File: src/rtl/vic_pkg.sv
package vic_pkg;
    parameter int NSRC   = 16;
    parameter int BANKS  = NSRC / 8;
    parameter int BANK_W = (BANKS > 1) ? $clog2(BANKS) : 1;
    parameter int ADDR_W = BANK_W + 3;
    parameter int IDX_W  = $clog2(NSRC);

    typedef enum logic [1:0] {
        KIND_ENABLE = 2'd0,
        KIND_PEND   = 2'd1,
        KIND_PASS   = 2'd2,
        KIND_SVC    = 2'd3
    } reg_kind_e;

    typedef enum logic [1:0] {
        ST_IDLE    = 2'd0,
        ST_PRESENT = 2'd1,
        ST_HOLD    = 2'd2
    } ack_state_e;
endpackage

File: src/rtl/vic_prio.sv
module vic_prio #(
    parameter int N = 16,
    parameter int W = $clog2(N)
) (
    input  logic [N-1:0] cand,
    output logic         any,
    output logic [W-1:0] idx
);
    // ascending scan: the last hit is the highest numbered source
    always_comb begin
        any = 1'b0;
        idx = '0;
        for (int i = 0; i < N; i++) begin
            if (cand[i]) begin
                any = 1'b1;
                idx = W'(i);
            end
        end
    end
endmodule

File: src/rtl/vic_regs.sv
module vic_regs
    import vic_pkg::*;
#(
    parameter int N     = NSRC,
    parameter int AW    = ADDR_W
) (
    input  logic              clk,
    input  logic              rst_n,
    input  logic              sel,
    input  logic              we,
    input  logic              ack,
    input  logic [AW-1:0]     addr,
    input  logic [7:0]        wdata,
    output logic [7:0]        rdata,
    input  logic [N-1:0]      req,
    input  logic [N-1:0]      take_oh,
    input  logic              svc_set,
    output logic [N-1:0]      en_q,
    output logic [N-1:0]      pend_q,
    output logic [N-1:0]      pass_q,
    output logic [N-1:0]      isr_q,
    output logic [7-$clog2(N):0] base_q,
    output logic              ism_q
);
    localparam int IW = $clog2(N);
    localparam int NB = N / 8;
    localparam int BW = (NB > 1) ? $clog2(NB) : 1;

    logic          wr_ok, ctrl_hit;
    reg_kind_e     kind;
    logic [IW-1:0] boff;
    logic [N-1:0]  lane, wide;
    logic [N-1:0]  en_d, pass_d, pend_d, isr_d, keep_pend, keep_svc;

    assign wr_ok    = sel && we && !ack;
    assign ctrl_hit = addr[AW-1];
    assign kind     = reg_kind_e'(addr[BW+1:BW]);
    assign boff     = (NB == 1) ? '0 : (IW'(addr[BW-1:0]) << 3);
    assign wide     = {NB{wdata}};

    always_comb begin
        for (int i = 0; i < N; i++) lane[i] = (IW'(i >> 3) == (boff >> 3));
    end

    always_comb begin
        en_d      = en_q;
        pass_d    = pass_q;
        keep_pend = '1;
        keep_svc  = '1;
        if (wr_ok && !ctrl_hit) begin
            unique case (kind)
                KIND_ENABLE: en_d      = (en_q & ~lane) | (wide & lane);
                KIND_PASS:   pass_d    = (pass_q & ~lane) | (wide & lane);
                KIND_PEND:   keep_pend = ~lane | wide;
                KIND_SVC:    keep_svc  = ~lane | wide;
            endcase
        end
        pend_d = ((pend_q & keep_pend & ~take_oh) | (req & en_q)) & en_d;
        isr_d  = (isr_q & keep_svc) | (svc_set ? take_oh : '0);
    end

    always_ff @(posedge clk or negedge rst_n) begin
        if (!rst_n) begin
            en_q   <= '0;
            pass_q <= '0;
            pend_q <= '0;
            isr_q  <= '0;
            base_q <= '0;
            ism_q  <= 1'b0;
        end else begin
            en_q   <= en_d;
            pass_q <= pass_d;
            pend_q <= pend_d;
            isr_q  <= isr_d;
            if (wr_ok && ctrl_hit) begin
                base_q <= wdata[7:IW];
                ism_q  <= wdata[0];
            end
        end
    end

    always_comb begin
        rdata = '0;
        if (sel && !ack) begin
            if (ctrl_hit) begin
                rdata = {base_q, {(IW-1){1'b0}}, ism_q};
            end else begin
                unique case (kind)
                    KIND_ENABLE: rdata = en_q[boff +: 8];
                    KIND_PEND:   rdata = pend_q[boff +: 8];
                    KIND_PASS:   rdata = pass_q[boff +: 8];
                    KIND_SVC:    rdata = isr_q[boff +: 8];
                endcase
            end
        end
    end

    AST_OFF_NEVER_PENDING: assert property (@(posedge clk) disable iff (!rst_n)
        (pend_q & ~en_q) == '0);
    AST_TAKE_CLEARS_PEND: assert property (@(posedge clk) disable iff (!rst_n)
        ((take_oh != '0) && ((req & take_oh) == '0)) |=> ((pend_q & $past(take_oh)) == '0));
    AST_SVC_NEEDS_MODE: assert property (@(posedge clk) disable iff (!rst_n)
        ((isr_q & ~$past(isr_q)) != '0) |-> $past(ism_q));
    AST_ILLEGAL_NO_WRITE: assert property (@(posedge clk) disable iff (!rst_n)
        (sel && ack) |=> ($stable(en_q) && $stable(pass_q) && $stable(base_q)));
endmodule

File: src/rtl/vic_ack_fsm.sv
module vic_ack_fsm
    import vic_pkg::*;
#(
    parameter int IW = IDX_W
) (
    input  logic            clk,
    input  logic            rst_n,
    input  logic            ack,
    input  logic            sel,
    input  logic            ein_n,
    input  logic            any,
    input  logic [IW-1:0]   idx,
    input  logic [7-IW:0]   base,
    input  logic            ism,
    output logic            take,
    output logic            svc_set,
    output logic            vec_valid,
    output logic [7:0]      vec_data
);
    ack_state_e st_q, st_d;
    logic [7:0] vec_q;
    logic       accept;

    assign accept = (st_q == ST_IDLE) && ack && !sel && !ein_n && any;

    always_comb begin
        st_d = st_q;
        unique case (st_q)
            ST_IDLE:    if (ack && !sel) st_d = accept ? ST_PRESENT : ST_HOLD;
            ST_PRESENT: st_d = ack ? ST_HOLD : ST_IDLE;
            ST_HOLD:    if (!ack) st_d = ST_IDLE;
            default:    st_d = ST_IDLE;
        endcase
    end

    always_ff @(posedge clk or negedge rst_n) begin
        if (!rst_n) begin
            st_q  <= ST_IDLE;
            vec_q <= '0;
        end else begin
            st_q <= st_d;
            if (accept) vec_q <= {base, idx};
        end
    end

    always_comb begin
        take      = accept;
        svc_set   = accept && ism;
        vec_valid = (st_q == ST_PRESENT);
        vec_data  = vec_valid ? vec_q : 8'h00;
    end

    AST_VEC_SINGLE_CYCLE: assert property (@(posedge clk) disable iff (!rst_n)
        vec_valid |=> !vec_valid);
    AST_VEC_LEGAL_ACK: assert property (@(posedge clk) disable iff (!rst_n)
        vec_valid |-> $past(ack && !sel && !ein_n));
endmodule

File: src/rtl/vic_chain.sv
module vic_chain
    import vic_pkg::*;
#(
    parameter int N_SRC = NSRC,
    parameter int AW    = ADDR_W
) (
    input  logic              clk,
    input  logic              rst_n,
    input  logic [N_SRC-1:0]  req,
    input  logic              sel,
    input  logic              we,
    input  logic [AW-1:0]     addr,
    input  logic [7:0]        wdata,
    output logic [7:0]        rdata,
    input  logic              ack,
    input  logic              ein_n,
    output logic              irq_n,
    output logic              eout_n,
    output logic              vec_valid,
    output logic [7:0]        vec_data
);
    localparam int IW = $clog2(N_SRC);

    logic [N_SRC-1:0] en_q, pend_q, pass_q, isr_q, blk, elig, take_oh;
    logic [7-IW:0]    base_q;
    logic             ism_q, any, take, svc_set;
    logic [IW-1:0]    win;

    vic_regs #(.N(N_SRC), .AW(AW)) u_regs (
        .clk(clk), .rst_n(rst_n), .sel(sel), .we(we), .ack(ack),
        .addr(addr), .wdata(wdata), .rdata(rdata), .req(req),
        .take_oh(take_oh), .svc_set(svc_set),
        .en_q(en_q), .pend_q(pend_q), .pass_q(pass_q), .isr_q(isr_q),
        .base_q(base_q), .ism_q(ism_q)
    );

    // service-mode block: any in-service bit at or above a source holds it back
    for (genvar i = 0; i < N_SRC; i++) begin : g_blk
        assign blk[i] = ism_q && (|isr_q[N_SRC-1:i]);
    end

    assign elig = pend_q & pass_q & ~blk;

    vic_prio #(.N(N_SRC), .W(IW)) u_prio (
        .cand(elig), .any(any), .idx(win)
    );

    vic_ack_fsm #(.IW(IW)) u_fsm (
        .clk(clk), .rst_n(rst_n), .ack(ack), .sel(sel), .ein_n(ein_n),
        .any(any), .idx(win), .base(base_q), .ism(ism_q),
        .take(take), .svc_set(svc_set),
        .vec_valid(vec_valid), .vec_data(vec_data)
    );

    assign take_oh = take ? (N_SRC'(1) << win) : '0;
    assign irq_n   = !(any && !ack);
    assign eout_n  = !(!ein_n && !any);

    AST_IRQ_HAS_SOURCE: assert property (@(posedge clk) disable iff (!rst_n)
        !irq_n |-> ((pend_q & pass_q) != '0));
    AST_CHAIN_QUIET: assert property (@(posedge clk) disable iff (!rst_n)
        !eout_n |-> (!ein_n && irq_n));
    AST_IRQ_OFF_IN_ACK: assert property (@(posedge clk) disable iff (!rst_n)
        ack |-> irq_n);
endmodule

File: config.mk
export PLATFORM = sky130hd
export DESIGN_NAME = vic_chain
export DESIGN_NICKNAME = d
export VERILOG_FILES = /design/src/rtl/vic_pkg.sv /design/src/rtl/vic_prio.sv /design/src/rtl/vic_regs.sv /design/src/rtl/vic_ack_fsm.sv /design/src/rtl/vic_chain.sv
export SDC_FILE = /design/constraint.sdc
export NUM_CORES = 1
export LEC_CHECK = 0
export CELL_PAD_IN_SITES_DETAIL_PLACEMENT = 1
export CELL_PAD_IN_SITES_GLOBAL_PLACEMENT = 1
export CORE_UTILIZATION = 26
export CTS_CLUSTER_DIAMETER = 30
export DETAILED_ROUTE_END_ITERATION = 12
export PLACE_DENSITY = 0.56
export SLEW_MARGIN = 10
export SYNTH_ARGS = -nofsm -noshare
export SYNTH_HDL_FRONTEND = slang
export SYNTH_SLANG_ARGS = --single-unit
File: constraint.sdc
create_clock -name clk -period 4.22 [get_ports clk]
set_clock_uncertainty 0.1 [all_clocks]
set_input_delay 0.422 -clock clk [delete_from_list [all_inputs] [get_ports clk]]
set_output_delay 0.422 -clock clk [all_outputs]
set_load 0.03 [all_outputs]
Word level (Yosys, flattened, before mapping). Index checks and enable logic that the tools add are counted.

Input bits: 34. Output and inout bits: 19. Register bits after elaboration: 79.

Equality and inequality tests: 7. Reductions and logical operators: 56. Bitwise logic cells: 18. Muxes and demuxes: 48. Shift operators: 5.

Operator list (count): bitwise AND 16 bit (10); two-way mux 16 bit (8); bitwise OR 16 bit (5); indexed part select 16 x 5 -> 8 bit (4); NOT 16 bit (3); two-way mux 4 bit (8); one-hot mux 8 bit (4 select lines) (1); logical AND 1 bit (29); two-way mux 8 bit (3); two-way mux 1 bit (17); OR reduction 16 bit (1); left shift 1 x 4 -> 16 bit (first input constant) (1); OR reduction 15 bit (1); OR reduction 14 bit (1); OR reduction 13 bit (1); two-way mux 2 bit (6); two-way mux 3 bit (4); OR reduction 12 bit (1); OR reduction 11 bit (1); OR reduction 10 bit (1); OR reduction 9 bit (1); OR reduction 8 bit (1); logical NOT 1 bit (7); OR reduction 7 bit (1); 12 further kinds (18).

Longest topological paths before layout.
Depth after elaboration: 26. Gate-level depth with buffers: 9. Gate-level depth less buffers: 8.

By module. A second synthesis with hierarchy kept.

Cells, all modules: 486. Area total of the unflattened synthesis: 4717.0 sq um.

By module, submodules not included: vic_regs (cells an instance 338, instances 1, area an instance 3622.2 sq um); vic_ack_fsm (cells an instance 39, instances 1, area an instance 500.5 sq um); vic_chain (cells an instance 80, instances 1, area an instance 432.9 sq um); vic_prio (cells an instance 29, instances 1, area an instance 161.4 sq um).

Least setup slack after synthesis. OpenSTA, ideal clock, no wires.

Path type: input port to output port. Start: input addr[1]. End: output rdata[5]. Stages: 8. Setup slack: 1.213 ns. Arrival time: 2.485 ns. Cell sequence: clkbuf_1 clkbuf_1 buf_1 o21a_1 o22ai_1 a21oi_1 a211oi_1 nor3_1.

Longest elaborated chain between the ends: 4. Elaborated cells between the ends (all ways): 7. Classes of those cells: eq/ne: 3; mux: 3; reduce/logical: 1.

Ends and longest elaborated chain: start, declared (line vic_chain.sv:12) `input logic [AW-1:0] addr,`; == test 2 bit (tied with other cells) (line vic_regs.sv:88) `unique case (kind)`; one-hot mux 8 bit (4 select lines) (*) (line vic_regs.sv:88); two-way mux 8 bit (*) (line vic_regs.sv:85) `if (ctrl_hit) begin`; two-way mux 8 bit (*) (line vic_regs.sv:84) `if (sel && !ack) begin`; end, declared (line vic_chain.sv:14) `output logic [7:0] rdata,`.

Every way passes the cells marked *; elsewhere a longest branch is shown, timed or not.

Worst setup path in the final report.
Start: register u_regs.isr_q[15]. End: output eout_n.

Longest elaborated chain between the ends: 23. Elaborated cells between the ends (all ways): 52. Classes of those cells: mux: 16; bitwise: 2; reduce/logical: 34.

Ends and longest elaborated chain: start, declared (line vic_regs.sv:21) `output logic [N-1:0] isr_q,`; start signal, assigned (line vic_regs.sv:74) `isr_q <= isr_d;`; OR reduction 16 bit (line vic_chain.sv:39) `assign blk[i] = ism_q && (|isr_q[N_SRC-1:i]);`; logical AND 1 bit (line vic_chain.sv:39); NOT 16 bit (*) (line vic_chain.sv:42) `assign elig = pend_q & pass_q & ~blk;`; bitwise AND 16 bit (*) (line vic_chain.sv:42); two-way mux 1 bit (15 in a row) (line vic_prio.sv:14) `if (cand[i]) begin`; two-way mux 1 bit (*) (line vic_prio.sv:14); logical NOT 1 bit (*) (line vic_chain.sv:57) `assign eout_n = !(!ein_n && !any);`; logical AND 1 bit (*) (line vic_chain.sv:57); logical NOT 1 bit (*) (line vic_chain.sv:57); end, declared (line vic_chain.sv:18) `output logic eout_n,`.

Marks and branches as above.

==> results_dict.tcl <==
set metrics [dict create \
    status "complete, no violations" \
    power.leakage_nw 2.35 \
    syn_area_um2 4550 \
    fin_tns_setup_ns 0 \
    port-buffer-count 52 \
    swShare 0.274 \
    drive_above_1_share 0.197 \
    grt_pass1_wl_um 25900 \
    final.period_utilization 0.898 \
    n_fill_cell 1960 \
    die_area_um2 18000 \
    crit_path_start_kind "register" \
    core_area_um2 17200 \
    switching_power_w 0.000531 \
    slew_headroom 0.302 \
    syn_nets 480 \
    post_layout_nonfiller_instances 732 \
    synthFlopType "dfrtp_1" \
    fin_nets 537 \
    critPathKind "reg -> out" \
    grt_setup_unrepaired "no" \
    gr-usage-all-layers 0.197 \
    grt_pass1_vias 4252 \
    grt_max_degree 80 \
    synth_edf_count 0 \
    ctsHoldBuffers 0 \
    final_cell_mix "dfrtp_1, o21ai_0, nand2_1, clkdlybuf4s50_1, mux2_2" \
    postCtsResizedCells 0 \
    comb_power_share 0.153 \
    io_pins 53 \
    finalPower_w 0.00193 \
    insertion_delay_ns 0.35 \
    firstDrtPassIters 4 \
    dp_hpwl_um 12400 \
    async_flop_share 1.00 \
    internal_power_w 0.00140 \
    area_growth_syn_to_layout_pct 23.9 \
    cap_violations 0 \
    path_max_fanout 9 \
    regArea_um2 1980 \
    ant_nets 0 \
    final_max_slew_viol_count 0 \
    wl_per_cell_um 23.0 \
    vdd_drop_max_mv 0.181 \
    core.rowCount 48 \
    dp.cells 717 \
    final_common_cell "dfrtp_1" \
    grt_overflow_total 0 \
    pwr-share-clk 0.386 \
    root_buffer "clkbuf_16" \
    fp.dieH_um 134 \
    antenna_cells_inserted 0 \
    antenna_found_initial 0 \
    dr_total_vias 3976 \
    viasPerCell 5.43 \
    p_per_area_nw_per_um2 343 \
    cts_tree "done" \
    ys_seq_area_frac 0.434 \
    die_w_um 134 \
    cp-end-kind "primary output" \
    seqPwrFrac 0.461 \
    worst_hold_slack_ns 0.140 \
    tightest_slew_ns 1.05 \
    finalHoldViolations 0 \
    place_congestion 0.889 \
    period_needed_ns 3.79 \
    rrSetupSlack_ns 0.81 \
    multiInputGateArea_um2 2490 \
    clk_pin_slew_ns 0.06 \
    drt-total-wl_um 16800 \
    synthCells 446 \
    cts_sinks 79 \
    synth_cell_types 55 \
    critPathRequiredTime_ns 3.70 \
    clockBufferDepth 2 \
    min_path_type "in -> async" \
    yosys_warnings 0 \
    synth_seq_cells 79 \
    route.detailed.drc 0 \
    syn_area_per_cell_um2 10.2 \
    drt-initial-drc-count 224 \
    htree_levels 3 \
    fmaxAchievable_mhz 264 \
    finalSetupViolCount 0 \
    numCtsBuffers 9 \
    start_util 0.265 \
    cts_setup_buffers 0 \
    cp.arrival_ns 3.27 \
]
[Yosys cell counts, drive strengths merged (2+ instances only)]
| cell type | number | share of area |
|---|---|---|
| nor2 | 5 | 0.0041 |
| a31oi | 2 | 0.0027 |
| nand2b | 8 | 0.011 |
| or3 | 5 | 0.0080 |
| buf | 8 | 0.010 |
| o31a | 3 | 0.0058 |
| mux4 | 6 | 0.030 |
| nand3 | 6 | 0.0066 |
| mux2i | 4 | 0.0088 |
| nor3 | 12 | 0.013 |
| o22ai | 5 | 0.0069 |
| a21boi | 11 | 0.018 |
| a32o | 4 | 0.0088 |
| dfrtp | 79 | 0.43 |
| a22oi | 6 | 0.0099 |
| and3 | 3 | 0.0041 |
| mux2 | 50 | 0.12 |
| nand4 | 4 | 0.0055 |
| a21oi | 10 | 0.011 |
| or2 | 7 | 0.0096 |
| clkbuf | 10 | 0.0082 |
| nor4 | 2 | 0.0041 |
| o41ai | 5 | 0.0096 |
| a21o | 2 | 0.0033 |
| nor2b | 7 | 0.0096 |
| o211ai | 4 | 0.0077 |
| o211a | 2 | 0.0044 |
| a31o | 5 | 0.0096 |
| o22a | 5 | 0.0096 |
| o21ai | 58 | 0.064 |
| nor3b | 2 | 0.0033 |
| a211oi | 5 | 0.0082 |
| o311a | 5 | 0.011 |
| o21a | 7 | 0.012 |
| and2 | 16 | 0.022 |
| nand2 | 54 | 0.045 |
| a32oi | 2 | 0.0039 |
| o31ai | 5 | 0.0082 |
| a22o | 2 | 0.0039 |
[worst paths after layout]
| check | cells past startpoint | endpoint | start |
|---|---|---|---|
| max in group asynchronous | 1 | async pin | rst_n |
| setup reg to reg | 7 | u_regs.pend_q[2]$_DFF_PN0_ | u_regs.isr_q[15]$_DFF_PN0_ |
| setup / recovery | 6 | eout_n | u_regs.isr_q[15]$_DFF_PN0_ |
| hold reg to reg | 2 | u_fsm.vec_q[2]$_DFFE_PN0P_ | u_fsm.vec_q[2]$_DFFE_PN0P_ |
| min in group clk | 2 | u_fsm.vec_q[2]$_DFFE_PN0P_ | u_fsm.vec_q[2]$_DFFE_PN0P_ |
| hold / removal | 1 | u_regs.en_q[15]$_DFF_PN0_ | rst_n |
[routing by layer]
layer  GRT usage  share of wire  vias to the layer above
met5           0              0                        -
met4      0.0780          0.027                        0
met3      0.0412          0.053                       31
met2       0.310           0.45                      117
met1       0.265           0.47                     2018
li1            -              -                     1810
[cell type report]
type | count | share of cell area
flip-flops and latches | 79 | 0.350
multi-input cells | 348 | 0.441
well taps | 225 | 0.0499
repair buffers | 64 | 0.108
inverters | 1 | 0.000665
clock inverters | 3 | 0.00311
clock buffers | 12 | 0.0472
[kinds of logic (layout without fill, tap and decap cells)]
| logic type | Yosys count | after routing | share of synthesized area |
|---|---|---|---|
| flip-flops | 79 | 79 | 0.434 |
| multiplexers | 60 | 60 | 0.162 |
| AO/OA/AOI/OAI | 154 | 154 | 0.232 |
| AND/OR/NAND/NOR | 134 | 134 | 0.153 |
| buffers and inverters | 19 | 80 | 0.0192 |
[power by group through the flow]
stage          clock network (W)  registers [W]  logic [W]
2_1_floorplan                  0       0.000868   0.000178
3_3_place_gp                   0       0.000901   0.000289
3_5_place_dp                   0       0.000904   0.000296
4_1_cts                 0.000770       0.000891   0.000298
5_1_grt                 0.000800       0.000899   0.000321
6_report                0.000747       0.000891   0.000295
[per-stage QoR]
| stage | setup slack, ns | cell area (um^2) | util |
|---|---|---|---|
| after floorplan | 1.21 | 4550 | - |
| after global placement | 0.656 | 5360 | 0.312 |
| after detailed placement | 0.639 | 5360 | 0.312 |
| after CTS | 0.444 | 5640 | 0.328 |
| after global routing | 0.308 | 5640 | 0.328 |
| final | 0.432 | 5640 | 0.328 |
[critical path, cell delays in order (launching register included)]
cell and delay [ns]:
dfrtp_1 0.42, or3_1 0.53, o41a_1 0.54, o2bb2a_1 0.37, o2111ai_1 0.21, or2_2 0.18
clkdlybuf4s50_1 0.66
(Power assumes the default switching activity.)
